[src/rtl/t2dm_pkg.sv]
package t2dm_pkg;

  // Loopback command: first two control bits agree, the third disagrees.
  function automatic logic c_loop(input logic c1, input logic c2, input logic c3);
    return (c1 == c2) && (c3 != c1);
  endfunction

  // Stuff vote: majority of ones, unless the pattern is a loopback command.
  function automatic logic c_stuff(input logic c1, input logic c2, input logic c3);
    return !c_loop(c1, c2, c3) && ((c1 & c2) | (c1 & c3) | (c2 & c3));
  endfunction

  // Odd lanes travel inverted on the line.
  function automatic logic lane_inverted(input logic [1:0] lane);
    return lane[0];
  endfunction

endpackage

[src/rtl/t2dm_payload_map.sv]
module t2dm_payload_map #(
  parameter int PW = 6,
  parameter int LW = 2
) (
  input  logic [PW-1:0] pos,
  output logic          is_payload,
  output logic [PW-1:0] slot,
  output logic [LW-1:0] lane,
  output logic          invert
);
  always_comb begin
    is_payload = (pos != '0);
    slot       = pos - PW'(1);
    lane       = slot[LW-1:0];
    invert     = t2dm_pkg::lane_inverted(lane);
  end
endmodule

[src/rtl/t2dm_cbit_vote.sv]
module t2dm_cbit_vote #(
  parameter int BW     = 3,
  parameter int C1_BLK = 1,
  parameter int C2_BLK = 3,
  parameter int C3_BLK = 4
) (
  input  logic          clk,
  input  logic          rst_n,
  input  logic          in_bit,
  input  logic          ovh,
  input  logic [BW-1:0] blk,
  output logic          c3_evt,
  output logic          loop_hit,
  output logic          stuff_armed
);
  logic c1_q, c2_q;

  assign c3_evt   = ovh && (blk == BW'(C3_BLK));
  assign loop_hit = t2dm_pkg::c_loop(c1_q, c2_q, in_bit);

  always_ff @(posedge clk or negedge rst_n) begin
    if (!rst_n) begin
      c1_q        <= 1'b0;
      c2_q        <= 1'b0;
      stuff_armed <= 1'b0;
    end else begin
      if (ovh && blk == BW'(C1_BLK)) c1_q <= in_bit;
      if (ovh && blk == BW'(C2_BLK)) c2_q <= in_bit;
      if (c3_evt)
        stuff_armed <= t2dm_pkg::c_stuff(c1_q, c2_q, in_bit);
      else if (ovh && blk == '0)
        stuff_armed <= 1'b0;
    end
  end
endmodule

[src/rtl/t2dm_loop_filt.sv]
module t2dm_loop_filt (
  input  logic clk,
  input  logic rst_n,
  input  logic eval,
  input  logic hit,
  output logic req
);
  logic seen_q;

  always_ff @(posedge clk or negedge rst_n) begin
    if (!rst_n) begin
      seen_q <= 1'b0;
      req    <= 1'b0;
    end else if (eval) begin
      seen_q <= hit;
      if (hit && seen_q)        req <= 1'b1;
      else if (!hit && !seen_q) req <= 1'b0;
    end
  end
endmodule

[src/rtl/t2dm_demux.sv]
module t2dm_demux #(
  parameter int NTRIB    = 4,
  parameter int NBLK     = 6,
  parameter int BLK_BITS = 49
) (
  input  logic                     clk,
  input  logic                     rst_n,
  input  logic                     in_bit,
  input  logic                     in_valid,
  input  logic                     sync_ok,
  input  logic [$clog2(NTRIB)-1:0] sf_idx,
  input  logic [$clog2(NBLK)-1:0]  blk_idx,
  input  logic [$clog2(BLK_BITS)-1:0] pos_idx,
  output logic [NTRIB-1:0]         trib_bit,
  output logic [NTRIB-1:0]         trib_vld,
  output logic [NTRIB-1:0]         loop_req
);
  localparam int SW        = $clog2(NTRIB);
  localparam int BW        = $clog2(NBLK);
  localparam int PW        = $clog2(BLK_BITS);
  localparam int STUFF_BLK = NBLK - 1;

  logic          is_payload, invert;
  logic [PW-1:0] slot;
  logic [SW-1:0] lane;
  logic          ovh, c3_evt, loop_hit, stuff_armed;
  logic          stuff_slot, stuff_drop, strobe;

  assign ovh = in_valid && (pos_idx == '0);

  t2dm_payload_map #(.PW(PW), .LW(SW)) u_map (
    .pos(pos_idx), .is_payload(is_payload), .slot(slot),
    .lane(lane), .invert(invert)
  );

  t2dm_cbit_vote #(.BW(BW)) u_vote (
    .clk(clk), .rst_n(rst_n), .in_bit(in_bit), .ovh(ovh), .blk(blk_idx),
    .c3_evt(c3_evt), .loop_hit(loop_hit), .stuff_armed(stuff_armed)
  );

  // Stuff slot moves with the subframe: payload slot index equals subframe.
  assign stuff_slot = in_valid && is_payload &&
                      (blk_idx == BW'(STUFF_BLK)) && (slot == PW'(sf_idx));
  assign stuff_drop = stuff_slot && stuff_armed;
  assign strobe     = in_valid && sync_ok && is_payload && !stuff_drop;

  always_ff @(posedge clk or negedge rst_n) begin
    if (!rst_n) begin
      trib_vld <= '0;
      trib_bit <= '0;
    end else begin
      trib_vld <= '0;
      if (strobe) begin
        trib_vld[lane] <= 1'b1;
        trib_bit[lane] <= in_bit ^ invert;
      end
    end
  end

  for (genvar i = 0; i < NTRIB; i++) begin : g_loop
    logic eval_i;
    assign eval_i = c3_evt && sync_ok && (sf_idx == SW'(i));
    t2dm_loop_filt u_filt (
      .clk(clk), .rst_n(rst_n), .eval(eval_i), .hit(loop_hit), .req(loop_req[i])
    );
  end
endmodule


[config.mk]
export PLATFORM = sky130hd
export DESIGN_NAME = t2dm_demux
export DESIGN_NICKNAME = d
export VERILOG_FILES = /design/src/rtl/t2dm_pkg.sv /design/src/rtl/t2dm_payload_map.sv /design/src/rtl/t2dm_cbit_vote.sv /design/src/rtl/t2dm_loop_filt.sv /design/src/rtl/t2dm_demux.sv
export SDC_FILE = /design/constraint.sdc
export NUM_CORES = 1
export LEC_CHECK = 0
export ABC_AREA = 1
export BUFFER_PORTS_ARGS = -buffer_cell sky130_fd_sc_hd__buf_4
export CAP_MARGIN = 10
export CORE_MARGIN = 4
export CORE_UTILIZATION = 50
export DETAILED_ROUTE_END_ITERATION = 8
export GPL_TIMING_DRIVEN = 0
export HOLD_SLACK_MARGIN = 0.05
export PLACE_DENSITY = 0.75
export SLEW_MARGIN = 20
export SYNTH_ARGS = -nofsm -noshare
export SYNTH_HDL_FRONTEND = slang
export SYNTH_SLANG_ARGS = --single-unit
[constraint.sdc]
create_clock -name clk -period 2.49 [get_ports clk]
set_clock_uncertainty 0.2 [all_clocks]
set_input_delay 0.747 -clock clk [delete_from_list [all_inputs] [get_ports clk]]
set_output_delay 0.747 -clock clk [all_outputs]
set_load 0.01 [all_outputs]
* Word level (Yosys, flattened, before mapping) *
Index checks and enable logic that the tools add are counted.
Widths: inputs -> output; s select.

storage, ports and cells
  latch bits = 0
  bits in writable memories = 0
  memories = 0
  ROM bits = 0
  bits in registers = 19
  input port bits = 16
  output and inout port bits = 12
  logic and storage cells = 93

operators by class
  $mul = 0
  reductions and logical operators = 47
  magnitude comparators = 2
  multiplexer cells = 14
  div/mod/pow operators = 0
  $add $sub $neg = 1
  shift operators = 0
  bitwise operators = 6
  equal/unequal tests = 10

operators with widths
  cell                 count
  $logic_and 1x1->1    28
  $mux 1               11
  $reduce_bool 2->1    5
  $reduce_and 2->1     4
  $eq 3x3->1 const B   2
  $eq 6x2->1           1
  $logic_not 1->1      6
  $logic_not 6->1      1
  $reduce_bool 6->1    1
  $sub 6x1->6 const B  1
  $bwmux 4             1
  $eq 2x2->1 const B   2
  $mux 4               1
  $and 1x1->1          3
  $eq 3x1->1 const B   1
  $eq 3x2->1 const B   1
  $logic_not 3->1      1
  $lt 2x3->1 const B   1
  $demux 1 s2          1
  $eq 2x1->1 const B   1
  $ge 2x1->1 const B   1
  $logic_not 2->1      1
  $or 1x1->1           2
  $eq 1x1->1           1
  other kinds (2)      2

* Longest topological paths before layout *
  depth after elaboration = 8
  gate-level depth with buffers = 11
  depth with buffers taken out = 11

* Modules after synthesis *
Synthesis repeated with hierarchy kept, for this count alone.

second synthesis, totals
  cell total of the unflattened synthesis = 171
  area, all modules = 1234.9 um^2

modules (own cells, without submodules)
  module            cells an instance  instances  sequential area each (um^2)  area an instance (um^2)
  t2dm_demux        69                 1          200.2                        491.7
  t2dm_loop_filt    11                 4          50.0                         95.1
  t2dm_cbit_vote    30                 1          75.1                         211.5
  t2dm_payload_map  28                 1          0.0                          151.4

* Worst setup path after synthesis *
OpenSTA, ideal clock, no wires.

  path kind = input-to-reg
  from = input port in_bit
  to = register g_loop[0].u_filt.req
  stages = 8
  library setup time = 117 ps
  path buffers = 0
  arrival time = 1920 ps
  path slack = 252 ps
  required time = 2173 ps
  cell sequence = ha_1 -> inv_1 -> nor2_1 -> ha_1 -> inv_1 -> nand4_1 -> nand2_1 -> nand2_1

between the ends
  cells in the longest elaborated chain, start to end = 6
  elaborated cells between the ends (all ways) = 8
  those cells by class = eq/ne (1); mux (1); reduce/logical (6)

RTL lines
  item                                RTL line              text
  start, declared                     t2dm_demux.sv:8       input logic in_bit,
  $ne 1x1->1 *                        t2dm_pkg.sv:5         return (c1 == c2) && (c3 != c1);
  $logic_and 1x1->1 *                 t2dm_pkg.sv:5
  via g_loop[0].u_filt.hit            t2dm_loop_filt.sv:5   input logic hit,
  $logic_not 1->1                     t2dm_loop_filt.sv:17  else if (!hit && !seen_q) req <= 1'b0;
  $logic_and 1x1->1                   t2dm_loop_filt.sv:17
  $reduce_bool 2->1 (no source line)  --
  $reduce_and 2->1 (no source line)   --
  end signal, assigned                t2dm_loop_filt.sv:13  req <= 1'b0;
  end signal, assigned                t2dm_loop_filt.sv:16  if (hit && seen_q) req <= 1'b1;
  end signal, assigned                t2dm_loop_filt.sv:17
  end, declared                       t2dm_loop_filt.sv:6   output logic req

The timed path passes the listed nets; every way through them passes the cells marked *.
A chain may end at the register's enable or synchronous reset.

* Final worst setup path *
  from = input port in_bit
  to = register g_loop[3].u_filt.req

between the ends
  cells in the longest elaborated chain, start to end = 6
  elaborated cells between the ends (all ways) = 8
  those cells by class = eq/ne (1); mux (1); reduce/logical (6)

RTL lines
  item                                RTL line
  $ne 1x1->1 *                        t2dm_pkg.sv:5
  $logic_and 1x1->1 *                 t2dm_pkg.sv:5
  via g_loop[0].u_filt.hit            t2dm_loop_filt.sv:5
  $logic_not 1->1                     t2dm_loop_filt.sv:17
  $logic_and 1x1->1                   t2dm_loop_filt.sv:17
  $reduce_bool 2->1 (no source line)  --
  $reduce_and 2->1 (no source line)   --
  end signal, assigned                t2dm_loop_filt.sv:13
  end signal, assigned                t2dm_loop_filt.sv:16
  end signal, assigned                t2dm_loop_filt.sv:17
  end, declared                       t2dm_loop_filt.sv:6

Marks and branches as above.

==> flow_metrics.env <==
export IMPL_maxSlewHeadroom=0.599
export IMPL_gp_congestion=0.799
export IMPL_grt_first_pass_wirelength_mm=4.31
export IMPL_leakage_nw=0.897
export IMPL_route_vias_total=1097
export IMPL_cts_buffers=3
export IMPL_synth_edf_count=0
export IMPL_post_dp_cell_area_sq_um=1460
export IMPL_syn_area_sq_um=1220
export IMPL_synth_nets=187
export IMPL_synth_top_area_frac=0.388
export IMPL_ys_seq_area_frac=0.388
export IMPL_synth_seq_cells=19
export IMPL_avgSynthCellArea_sq_um=7.66
export IMPL_nNetsFinal=219
export IMPL_synth_top_cell_by_area="dfrtp_1"
export IMPL_drtIter0Drc=8
export IMPL_portBuffers=27
export IMPL_gr_usage_met1=0.172
export IMPL_finalMaxSlewViolations=0
export IMPL_crit_path_end_kind="flip-flop"
export IMPL_postSynthCellCount=160
export IMPL_crit_arrival_ns=2.28
export IMPL_layout_drive_gt1_share=0.236
export IMPL_postCtsSetupRepairBufs=0
export IMPL_grt_max_degree=20
export IMPL_crit_type="in -> reg"
export IMPL_synthTopCellsByCount="nand2_1, inv_1, dfrtp_1"
export IMPL_routed_wirelength_mm=2.47
export IMPL_synthArstFlopShare=1.00
export IMPL_drtPass1Iterations=2
export IMPL_fin_cells=219
export IMPL_path_delay_family="simple AND/OR/NAND/NOR gates"
export IMPL_ir_worst_vdd_uv=438
export IMPL_synth_most_common_cell="nand2_1"
export IMPL_dpl_worst_slack_ns=-0.121
export IMPL_pwr_density_cell_nw_per_um2=416
export IMPL_die_area_sq_um=3310
export IMPL_clk_latency_ns=0.30
export IMPL_cpPeakStageDelay_ns=0.46
export IMPL_whs_ns=0.100
export IMPL_tightest_slew_ns=0.599
export IMPL_ys_flop_type="dfrtp_1"
export IMPL_use_met3=0.0498
export IMPL_h_tree_depth=1
export IMPL_antenna_found_initial=0
export IMPL_pin_count=28
export IMPL_fin_area_sq_um=1490
export IMPL_post_route_worst_setup_slack_ns=0.214
export IMPL_slowest_stage="nor2_1"
export IMPL_post_synth_num_cell_types=17
export IMPL_finalCritPeriodShare=0.914
export IMPL_rsz0062_at_grt="false"
export IMPL_hold_class="in -> async"
export IMPL_cp_data_required_time_ns=2.49
export IMPL_yosysWarnings=0
export IMPL_cp_buffers_inverters=3
export IMPL_synthToLayoutAreaGrowth_pct=21.7
export IMPL_busiest_layer="met2"
export IMPL_clockBufferDepth=2
export IMPL_cp_cell_sequence="buf_4, ha_1, inv_1, nor2_1, ha_1, inv_1, nand4_1, nand2_1, nand2_1"
export IMPL_vias_per_cell=5.01
export IMPL_fill_cells=205
export IMPL_worstPathMaxFanout=9
export IMPL_min_period_ns=2.28
export IMPL_coreArea_sq_um=2280
export IMPL_gr_usage_all_layers=0.161
export IMPL_setup_viol=0
export IMPL_timing_fmax_ghz=0.439
export IMPL_num_rows=17
export IMPL_die_h_um=57.5
export IMPL_overflow=0
export IMPL_grt_met2_usage=0.306
export IMPL_crit_path_start_kind="input port"
export IMPL_die_w_um=57.5
export IMPL_drc=0
export IMPL_dpl_hpwl_mm=2.02
export IMPL_clkTransAtPathRegs_ns=0.11
export IMPL_start_util=0.538
export IMPL_antenna_cells=0
export IMPL_hold_buffers=0
export IMPL_hold_viol=0
export IMPL_cts_sink_count=19
export IMPL_grt_pass1_vias=1054
export IMPL_cts_resized=0
export IMPL_status="finished clean"
export IMPL_placed_cells=215
export IMPL_wl_per_cell_um=11.3
export IMPL_root_buffer="clkbuf_4"
export IMPL_max_cap_violations=0
export IMPL_drtAntennaViolNets=0
export IMPL_tritoncts="built"
export IMPL_synthTopCellsByArea="dfrtp_1, nand2_1, ha_1"
[cell usage in the layout, fill, tap and decap left out, drive strengths merged]
master / n
nand2: 43
buf: 31
inv: 29
nor2: 20
dfrtp: 19
nand4: 13
nand3: 12
ha: 11
o21ai: 7
clkbuf: 3
xnor2: 1
a21oi: 1
clkinv: 1
[metrics by stage]
| step | power [mW] | setup TNS, ns | util |
|---|---|---|---|
| floorplan | 0.401 | 0 | - |
| global placement | 0.467 | -0.255 | 0.643 |
| detailed placement | 0.473 | -0.433 | 0.643 |
| CTS | 0.628 | 0 | 0.655 |
| global route | 0.666 | 0 | 0.655 |
| finish | 0.619 | 0 | 0.655 |
[kinds of logic (layout without fill, tap and decap cells)]
| group | count (synthesis) | after routing | synth area share |
|---|---|---|---|
| fa+ha+maj | 11 | 11 | 0.112 |
| buf+inv | 33 | 64 | 0.113 |
| simple gates | 88 | 88 | 0.346 |
| compound gates | 8 | 8 | 0.0327 |
| xor+xnor | 1 | 1 | 0.00715 |
| flops | 19 | 19 | 0.388 |
[sequential cells by signal, summed over array words and instances (netlist names)]
register / count
trib_bit: 4
u_vote.c1_q: 1
u_vote.c2_q: 1
g_loop.u_filt.req: 4
g_loop.u_filt.seen_q: 4
u_vote.stuff_armed: 1
trib_vld: 4
[worst paths after layout]
path | start | to | slack, ns | cells after the start
worst max-delay path | in_bit | g_loop[3].u_filt.req$_DFFE_PN0P_ | 0.21 | 9
worst min-delay path | rst_n | g_loop[0].u_filt.seen_q$_DFFE_PN0P_ | 0.10 | 1
worst max register to register | u_vote.c2_q$_DFFE_PN0P_ | g_loop[3].u_filt.req$_DFFE_PN0P_ | 0.36 | 7
worst min register to register | trib_bit[3]$_DFFE_PN0P_ | trib_bit[3]$_DFFE_PN0P_ | 0.28 | 2
max in group asynchronous | rst_n | g_loop[3].u_filt.req$_DFFE_PN0P_ | 1.79 | 1
min in group clk | trib_bit[3]$_DFFE_PN0P_ | trib_bit[3]$_DFFE_PN0P_ | 0.28 | 2
[per-layer routing]
layer	up-vias	routed length, um	part of all wire
li1	567	-	-
met1	508	972	0.39
met2	20	1360	0.55
met3	2	120	0.049
met4	0	10	0.0041
met5	-	0	0
[report_power, final]
group	total [mW]	internal [mW]	switching (mW)	leakage (nW)
logic	0.131	0.0561	0.0745	0.620
registers	0.334	0.325	0.00906	0.259
clock network	0.155	0.0599	0.0948	0.0177
total	0.619	0.441	0.178	0.897
[area by class of cell]
cell class                 instances  area [sq um]  area share
multi-input combinational        108           611       0.410
sequential                        19           475       0.319
timing repair buffer              27           203       0.136
inverter                          29           109      0.0730
tap                               28          35.0      0.0235
buffer                             4          30.0      0.0202
clock buffer                       3          22.5      0.0151
clock inverter                     1          5.00     0.00336
Note: power is estimated with default switching activity, not from simulation.
